--- src/rtl/pwr_seq_pkg.sv ---
package pwr_seq_pkg;

    typedef enum logic [1:0] {
        PS_WORK = 2'd0,
        PS_HALT = 2'd1,
        PS_SGNT = 2'd2
    } pstate_t;

    typedef enum logic [1:0] {
        LK_UP   = 2'd0,
        LK_DOWN = 2'd1,
        LK_WAIT = 2'd2
    } link_t;

    typedef enum logic {
        CK_HALT = 1'b0,
        CK_SGNT = 1'b1
    } cyc_kind_t;

endpackage

--- src/rtl/pwr_wake_hold.sv ---
module pwr_wake_hold #(
    parameter int NUM_WAKE = 6
) (
    input  logic                clk,
    input  logic                rst_n,
    input  logic [NUM_WAKE-1:0] wake_src,
    input  logic                hold_set,
    input  logic                hold_clr,
    output logic                wake_now,
    output logic                wake_held
);

    logic [NUM_WAKE:0] chain;

    assign chain[0] = 1'b0;

    for (genvar i = 0; i < NUM_WAKE; i++) begin : g_or
        assign chain[i+1] = chain[i] | wake_src[i];
    end

    assign wake_now = chain[NUM_WAKE];

    always_ff @(posedge clk) begin
        if (!rst_n) begin
            wake_held <= 1'b0;
        end else if (hold_clr) begin
            wake_held <= 1'b0;
        end else if (hold_set) begin
            wake_held <= 1'b1;
        end
    end

endmodule

--- src/rtl/pwr_link_ctrl.sv ---
module pwr_link_ctrl
    import pwr_seq_pkg::*;
(
    input  logic clk,
    input  logic rst_n,
    input  logic conn_go,
    input  logic disc_ind,
    input  logic disc_ok,
    input  logic conn_ack,
    output logic conn_req,
    output logic link_up,
    output logic link_down
);

    link_t lk_q, lk_d;
    logic  req_d;

    always_comb begin
        lk_d  = lk_q;
        req_d = 1'b0;
        unique case (lk_q)
            LK_UP: begin
                if (disc_ind && disc_ok) begin
                    lk_d = LK_DOWN;
                end
            end
            LK_DOWN: begin
                if (conn_go) begin
                    lk_d  = LK_WAIT;
                    req_d = 1'b1;
                end
            end
            LK_WAIT: begin
                if (conn_ack) begin
                    lk_d = LK_UP;
                end
            end
            default: lk_d = LK_UP;
        endcase
    end

    always_ff @(posedge clk) begin
        if (!rst_n) begin
            lk_q     <= LK_UP;
            conn_req <= 1'b0;
        end else begin
            lk_q     <= lk_d;
            conn_req <= req_d;
        end
    end

    assign link_up   = (lk_q == LK_UP);
    assign link_down = (lk_q == LK_DOWN);

endmodule

--- src/rtl/pwr_cyc_issuer.sv ---
module pwr_cyc_issuer
    import pwr_seq_pkg::*;
(
    input  logic      clk,
    input  logic      rst_n,
    input  logic      sc_load,
    input  cyc_kind_t sc_kind,
    input  logic      sc_drop,
    input  logic      link_up,
    output logic      halt_cyc,
    output logic      sgnt_cyc,
    output logic      sc_sent
);

    logic      pend_q;
    cyc_kind_t kind_q;
    logic      fire;

    assign fire = pend_q && link_up;

    always_ff @(posedge clk) begin
        if (!rst_n) begin
            pend_q   <= 1'b0;
            kind_q   <= CK_HALT;
            sc_sent  <= 1'b0;
            halt_cyc <= 1'b0;
            sgnt_cyc <= 1'b0;
        end else begin
            halt_cyc <= fire && (kind_q == CK_HALT);
            sgnt_cyc <= fire && (kind_q == CK_SGNT);
            if (sc_load) begin
                pend_q  <= 1'b1;
                kind_q  <= sc_kind;
                sc_sent <= 1'b0;
            end else if (sc_drop) begin
                pend_q  <= 1'b0;
                sc_sent <= 1'b0;
            end else if (fire) begin
                pend_q  <= 1'b0;
                sc_sent <= 1'b1;
            end
        end
    end

endmodule

--- src/rtl/pwr_seq_ctrl.sv ---
module pwr_seq_ctrl
    import pwr_seq_pkg::*;
#(
    parameter int CTL_W    = 4,
    parameter int NUM_WAKE = 6
) (
    input  logic                clk,
    input  logic                rst_n,
    input  logic                halt_exec,
    input  logic                stpclk_n,
    input  logic [NUM_WAKE-1:0] wake_src,
    input  logic                disc_ind,
    input  logic                conn_ack,
    input  logic                probe_req,
    input  logic [CTL_W-1:0]    clk_ctl,
    output logic                halt_cyc,
    output logic                sgnt_cyc,
    output logic                conn_req,
    output logic                lp_en,
    output logic [CTL_W-1:0]    lp_mode,
    output logic [1:0]          pstate
);

    pstate_t   st_q, st_d;
    logic      stop_req;
    logic      sc_load, sc_drop, sc_sent;
    cyc_kind_t sc_kind;
    logic      conn_go, disc_ok;
    logic      link_up, link_down;
    logic      hold_set, hold_clr, wake_now, wake_held;

    assign stop_req = ~stpclk_n;

    pwr_wake_hold #(.NUM_WAKE(NUM_WAKE)) u_wake (
        .clk       (clk),
        .rst_n     (rst_n),
        .wake_src  (wake_src),
        .hold_set  (hold_set),
        .hold_clr  (hold_clr),
        .wake_now  (wake_now),
        .wake_held (wake_held)
    );

    pwr_link_ctrl u_link (
        .clk       (clk),
        .rst_n     (rst_n),
        .conn_go   (conn_go),
        .disc_ind  (disc_ind),
        .disc_ok   (disc_ok),
        .conn_ack  (conn_ack),
        .conn_req  (conn_req),
        .link_up   (link_up),
        .link_down (link_down)
    );

    pwr_cyc_issuer u_issue (
        .clk      (clk),
        .rst_n    (rst_n),
        .sc_load  (sc_load),
        .sc_kind  (sc_kind),
        .sc_drop  (sc_drop),
        .link_up  (link_up),
        .halt_cyc (halt_cyc),
        .sgnt_cyc (sgnt_cyc),
        .sc_sent  (sc_sent)
    );

    // Next-state and handshake decisions
    always_comb begin
        st_d     = st_q;
        sc_load  = 1'b0;
        sc_kind  = CK_HALT;
        sc_drop  = 1'b0;
        conn_go  = 1'b0;
        hold_set = 1'b0;
        hold_clr = 1'b0;
        unique case (st_q)
            PS_WORK: begin
                if (stop_req) begin
                    st_d    = PS_SGNT;
                    sc_load = 1'b1;
                    sc_kind = CK_SGNT;
                end else if (halt_exec) begin
                    st_d    = PS_HALT;
                    sc_load = 1'b1;
                    sc_kind = CK_HALT;
                end
            end
            PS_HALT: begin
                if (stop_req) begin
                    st_d     = PS_SGNT;
                    sc_load  = 1'b1;
                    sc_kind  = CK_SGNT;
                    conn_go  = 1'b1;
                    hold_set = wake_now;
                end else if (wake_now || wake_held) begin
                    st_d     = PS_WORK;
                    sc_drop  = 1'b1;
                    conn_go  = 1'b1;
                    hold_clr = 1'b1;
                end
            end
            PS_SGNT: begin
                hold_set = wake_now;
                if (!stop_req) begin
                    st_d    = PS_HALT;
                    sc_load = 1'b1;
                    sc_kind = CK_HALT;
                    conn_go = 1'b1;
                end else if (probe_req) begin
                    conn_go = 1'b1;
                end
            end
            default: st_d = PS_WORK;
        endcase
    end

    // State register
    always_ff @(posedge clk) begin
        if (!rst_n) begin
            st_q <= PS_WORK;
        end else begin
            st_q <= st_d;
        end
    end

    // Outputs
    always_comb begin
        disc_ok = sc_sent && (st_q != PS_WORK);
        lp_en   = (st_q != PS_WORK) && link_down;
        lp_mode = lp_en ? clk_ctl : '0;
        pstate  = st_q;
    end

endmodule

--- config.mk ---
export PLATFORM = sky130hd
export DESIGN_NAME = pwr_seq_ctrl
export DESIGN_NICKNAME = d
export VERILOG_FILES = /design/src/rtl/pwr_seq_pkg.sv /design/src/rtl/pwr_wake_hold.sv /design/src/rtl/pwr_link_ctrl.sv /design/src/rtl/pwr_cyc_issuer.sv /design/src/rtl/pwr_seq_ctrl.sv
export SDC_FILE = /design/constraint.sdc
export NUM_CORES = 1
export LEC_CHECK = 0
export CAP_MARGIN = 20
export CORE_UTILIZATION = 40
export DETAILED_ROUTE_END_ITERATION = 10
export DONT_BUFFER_PORTS = 1
export PLACE_DENSITY = 0.51
export SYNTH_ARGS = -nofsm -noshare
export SYNTH_HDL_FRONTEND = slang
export SYNTH_SLANG_ARGS = --single-unit
--- constraint.sdc ---
create_clock -name clk -period 1.95 [get_ports clk]
set_input_delay 0.0975 -clock clk [delete_from_list [all_inputs] [get_ports clk]]
set_output_delay 0.0975 -clock clk [all_outputs]
set_load 0.03 [all_outputs]
Yosys cells after proc, flatten, opt, wreduce, memory -nomap -nowiden
Index checks and enable logic that the tools add are counted.
Operators by class
  equal/unequal tests: 10
  multiplexer cells: 30
  bitwise logic cells: 7
  reduce and logical (&&, ||, !) cells: 17
Operators by type and width (count)
  1-bit 2-to-1 mux: 16
  2-bit 2-to-1 mux: 8
  2-bit one-hot mux with 3 select lines: 2
  2-bit != test, second input constant: 4
  1-bit logical AND: 6
  3-bit != test, second input constant: 2
  3-bit AND reduction: 2
  1-bit OR: 5
  2-bit by 1-bit == test with 1-bit output, second input constant: 2
  2-bit == test, second input constant: 2
  2-bit zero test: 2
  4-bit 2-to-1 mux: 1
  1-bit one-hot mux with 2 select lines: 2
  2-bit OR reduction: 2
  1-bit one-hot mux with 3 select lines: 1
  3-bit nonzero test: 1
  3-bit OR reduction: 1
  1-bit NOT: 2
  2-bit AND reduction: 1
  2-bit nonzero test: 1
  1-bit logical OR: 1
Storage, ports and cells
  register bits after elaboration: 11
  output and inout port bits: 10
  logic and storage cells: 73

Longest topological paths before layout
  word-level depth: 11
  mapped depth: 6
  mapped depth without buffers: 6

Modules after synthesis
A second synthesis with hierarchy kept.
Unflattened totals
  cells, all modules: 79
  area total of the unflattened synthesis: 665.6 sq um
Modules (own cells, without submodules)
  pwr_seq_ctrl: instances 1, cells an instance 44, area each 322.8 sq um, seq. area each 40.0 sq um
  pwr_cyc_issuer: instances 1, cells an instance 15, area each 167.7 sq um, seq. area each 100.1 sq um
  pwr_link_ctrl: instances 1, cells an instance 14, area each 130.1 sq um, seq. area each 60.1 sq um
  pwr_wake_hold: instances 1, cells an instance 6, area each 45.0 sq um, seq. area each 20.0 sq um

Worst setup path before layout
No wires, ideal clock.
  path kind: register to output
  start point: register st_q[1] (netlist: pstate[1])
  end point: output lp_mode[0]
  arrival time: 2240 ps
  data required time: 1852 ps
  setup slack: -387 ps
  cell stages (with the launch flop): 5
  path buffers: 0
  cell sequence: dfxtp_1 -> inv_1 -> ha_1 -> nor3b_1 -> and2_1
Between the ends
  word-level cells in the longest chain between the ends: 3
Ends and longest elaborated chain
  start, declared: RTL line pwr_seq_ctrl.sv:24  | pstate_t st_q, st_d;
  start signal, assigned: RTL line pwr_seq_ctrl.sv:123  | st_q <= st_d;
  2-bit nonzero test: RTL line pwr_seq_ctrl.sv:130  | lp_en = (st_q != PS_WORK) && link_down;
  1-bit logical AND: RTL line pwr_seq_ctrl.sv:130
  named net lp_en: RTL line pwr_seq_ctrl.sv:19  | output logic lp_en,
  4-bit 2-to-1 mux: RTL line pwr_seq_ctrl.sv:131  | lp_mode = lp_en ? clk_ctl : '0;
  end, declared: RTL line pwr_seq_ctrl.sv:20  | output logic [CTL_W-1:0] lp_mode,
The timed path passes the listed nets, and every way through them passes these cells.

Final worst setup path
  start point: register st_q[1] (netlist: pstate[1])
  end point: output lp_mode[1]
Between the ends
  word-level cells in the longest chain between the ends: 3
Ends and longest elaborated chain (RTL line)
  2-bit nonzero test: pwr_seq_ctrl.sv:130
  1-bit logical AND: pwr_seq_ctrl.sv:130
  4-bit 2-to-1 mux: pwr_seq_ctrl.sv:131
No other way between the ends.

==> impl_metrics.py <==
metrics = {
    "layout": {
        "n_antenna_cell": 0,
        "area.growth.synth_to_final_pct": 19.2,
        "final_area_sq_um": 744,
        "nNetsFinal": 102,
        "drive_gt1_share_pct": 21.3,
        "final_util_pct": 53.8,
    },
    "placed_design": {
        "numPortBuffers": 0,
        "dp_hpwl_um": 1030,
        "preCtsSetupSlack_ns": 0.514,
        "gp_congestion": 0.849,
        "dpl_cell_area_sq_um": 697,
    },
    "worst_setup_path": {
        "critical_path_required_ns": 1.85,
        "rr_endpoint": "u_issue.pend_q$_SDFFE_PN0P_",
        "r2r_start": "pstate[0]$_SDFFE_PN0P_",
        "critPathBufInv": 2,
        "r2r_setup_slack_ns": 0.48,
        "critPathSlowestCell": "dfxtp_1",
        "crit_type": "flip-flop to output pin",
        "path_cells": "inv_1, ha_1, nor3b_4, and2_1, buf_4",
        "path_depth": 5,
        "critPathCaptureType": "output pin",
        "critPathArrivalTime_ns": 1.55,
        "r2r_cells": 5,
        "cp_top_family": "simple AND/OR/NAND/NOR gates",
        "slowest_delay_ns": 0.35,
        "critPathMaxFanout": 6,
        "start_kind": "flip-flop",
    },
    "sta": {
        "slew_headroom_pct": 78.8,
        "finalSetupTns_ns": 0,
        "post-route-period-util_pct": 84.5,
        "hold_viol_final": 0,
        "drv_slew": 0,
        "setup_viol": 0,
        "fin_skew_ns": 0.00259,
        "fin_ws_ns": 0.303,
        "rsz0062_at_grt": "no",
        "worst_pin_slew_ns": 0.317,
        "fmax_mhz": 607,
        "period_minus_slack_ns": 1.65,
    },
    "clocking": {
        "clockBufferDepth": 2,
        "insertion_delay_ns": 0.27,
        "cts_tree": "done",
        "cts_hold_buf": 2,
        "numCtsBuffers": 3,
        "cts-root-buf": "clkbuf_4",
        "cts.htree.levels": 1,
        "cts_resized": 0,
        "post_cts_buffers": 0,
        "clkSinkCount": 11,
        "clkSlewWorstSetupHoldPaths_ns": 0.07,
    },
    "detailed_routing": {
        "avgRoutedWirePerCell_um": 14.4,
        "dr.pass1.iters": 4,
        "ant_nets": 0,
        "viasPerCell": 5.77,
        "vias": 548,
        "drc_errors": 0,
        "drt-initial-drc-count": 21,
        "drt_wl_total_um": 1370,
    },
    "min_path": {
        "hold_start": "conn_ack",
        "whs_path_depth": 2,
        "hp-class": "input port to flip-flop",
        "min_to": "u_link.lk_q[1]$_SDFFE_PN0P_",
    },
    "synth": {
        "async_reset_ff_share_pct": 0,
        "synth_top_family_by_area": "simple AND/OR/NAND/NOR gates",
        "yosys.area_share.simple_pct": 27.7,
        "synth_compound_area_share_pct": 20.2,
        "synth_top_flop_cell": "dfxtp_1",
        "synth_edf_count": 0,
        "syn_area_per_cell_sq_um": 9.05,
        "synthAdderAreaFrac_pct": 8.02,
        "ys_warn_count": 0,
        "syn_area_sq_um": 624,
        "synth_xor_area_share_pct": 0,
        "synth.area.mux_share_pct": 4.81,
        "ys_seq_area_share_pct": 35.3,
        "synth-seq-cells": 11,
        "synthCells": 69,
        "yosys.area.top_type_share_pct": 35.3,
        "synth_nets": 90,
        "yosys-top-cells-area": "dfxtp_1 (35%), ha_1 (8.0%), mux2i_1 (4.8%), nand2_1 (4.2%), and2_1 (4.0%)",
        "yosysUniqueCellTypes": 28,
        "yosysTopAreaCell": "dfxtp_1",
    },
    "floorplanning": {
        "die_x_um": 41.5,
        "die_y_um": 41.5,
        "num_rows": 13,
        "core_area_sq_mm": 0.00138,
        "dieArea_sq_mm": 0.00172,
        "start_util_pct": 45.2,
        "num_io_pins": 27,
    },
    "global_route": {
        "grt_pass1_vias": 487,
        "grt_overflow": 0,
        "grt_antenna_before_repair": 0,
        "grt_max_degree": 10,
        "grt_usage_pct": 17.6,
        "grt_pass1_wl_um": 2340,
    },
    "pwr": {
        "p_leak_nw": 0.311,
        "p_sw_share_pct": 33.9,
        "intPower_uw": 398,
        "clockPowerShare_pct": 26.2,
        "pwr-share-seq_pct": 44.5,
        "switchingPower_uw": 204,
        "power_uw": 601,
        "combPwrFrac_pct": 29.3,
        "peakVddDrop_v": 0.000365,
        "power_density_mw_per_mm2": 808,
    },
    "flow_run": {
        "cap_violations": 0,
    },
    "outcome": {
        "status": "finished, final reports clean",
    },
}
==> flip-flops by register name (all words and copies together), names as in the netlist <==
register / count
pstate: 2
u_wake.wake_held: 1
u_issue.kind_q: 1
u_issue.sc_sent: 1
u_link.lk_q: 2
u_issue.sgnt_cyc: 1
u_issue.pend_q: 1
u_link.conn_req: 1
u_issue.halt_cyc: 1
==> per-stage QoR <==
| step | hold slack, ns | instances |
|---|---|---|
| after floorplan | 0.286 | 69 |
| after global placement | 0.219 | 89 |
| after detailed placement | 0.219 | 89 |
| after CTS | 0.00936 | 95 |
| after global routing | 0.0431 | 95 |
| final | 0.00724 | 95 |
==> cells in the final DEF, fill, tap and decap left out, drive strengths merged <==
cell,n
nor3,2
a31oi,2
and2,4
nor4,1
o221ai,1
a311oi,1
o2111ai,1
nor3b,3
clkinv,1
buf,7
a21o,1
nand2,8
mux2i,3
ha,4
dfxtp,11
inv,4
a21oi,2
dlygate4sd3,2
or4bb,1
o21a,3
a22oi,1
clkbuf,3
nand3,1
nor4bb,1
nor4b,1
nand2b,3
o21ai,4
a211oi,1
nor2,3
==> routing by layer <==
metal	vias up	share of wire [%]	wire [um]	GRT usage, %
li1	272	-	-	-
met2	24	44	606	25.9
met5	-	0	0	0
met4	0	1.2	16	5.81
met3	4	8.6	117	6.09
met1	248	46	627	24.0
==> power groups by stage <==
| stage | registers [mW] | clock network, mW | logic (mW) |
|---|---|---|---|
| after floorplan | 0.287 | 0 | 0.123 |
| after global placement | 0.272 | 0 | 0.171 |
| after detailed placement | 0.273 | 0 | 0.170 |
| after CTS | 0.268 | 0.161 | 0.177 |
| after global routing | 0.271 | 0.174 | 0.196 |
| final | 0.267 | 0.158 | 0.176 |
==> synthesized netlist by cell type, drive strengths merged (2+ instances only) <==
cell type and n:
mux2i 3, o21a 3, nor3 2, nor3b 3, a31oi 2, buf 2, inv 4, and2 4
ha 4, dfxtp 11, nor2 3, nand2b 3, a21oi 2, o21ai 4, nand2 8
==> layout make-up <==
cell class / count / area, sq um
Timing Repair Buffer: 9 / 72.6
Tap cell: 15 / 18.8
Clock buffer: 3 / 22.5
Sequential cell: 11 / 220
Multi-Input combinational cell: 52 / 390
Inverter: 4 / 15.0
Fill cell: 121 / 638
Clock inverter: 1 / 5.00
==> logic make-up (layout without fill, tap and decap cells) <==
family | Yosys count | count (layout)
AOI/OAI and AO/OA | 17 | 17
adders and majority gates | 4 | 4
buffers and inverters | 6 | 17
DFF | 11 | 11
muxes | 3 | 3
and+or+nand+nor | 28 | 28
==> worst max-delay path by stage <==
| stage | to | from | slack, ns |
|---|---|---|---|
| final | lp_mode[1] | pstate[1]$_SDFFE_PN0P_ | 0.30 |
| after global routing | lp_mode[1] | pstate[1]$_SDFFE_PN0P_ | 0.13 |
| after CTS | lp_mode[1] | pstate[1]$_SDFFE_PN0P_ | 0.28 |
| after detailed placement | pstate[0]$_SDFFE_PN0P_ | pstate[0]$_SDFFE_PN0P_ | 0.51 |
| after global placement | u_issue.pend_q$_SDFFE_PN0P_ | pstate[0]$_SDFFE_PN0P_ | 0.51 |
| after floorplan | lp_mode[0] | pstate[1]$_SDFFE_PN0P_ | 0.12 |
Note: power is estimated with default switching activity, not from simulation.
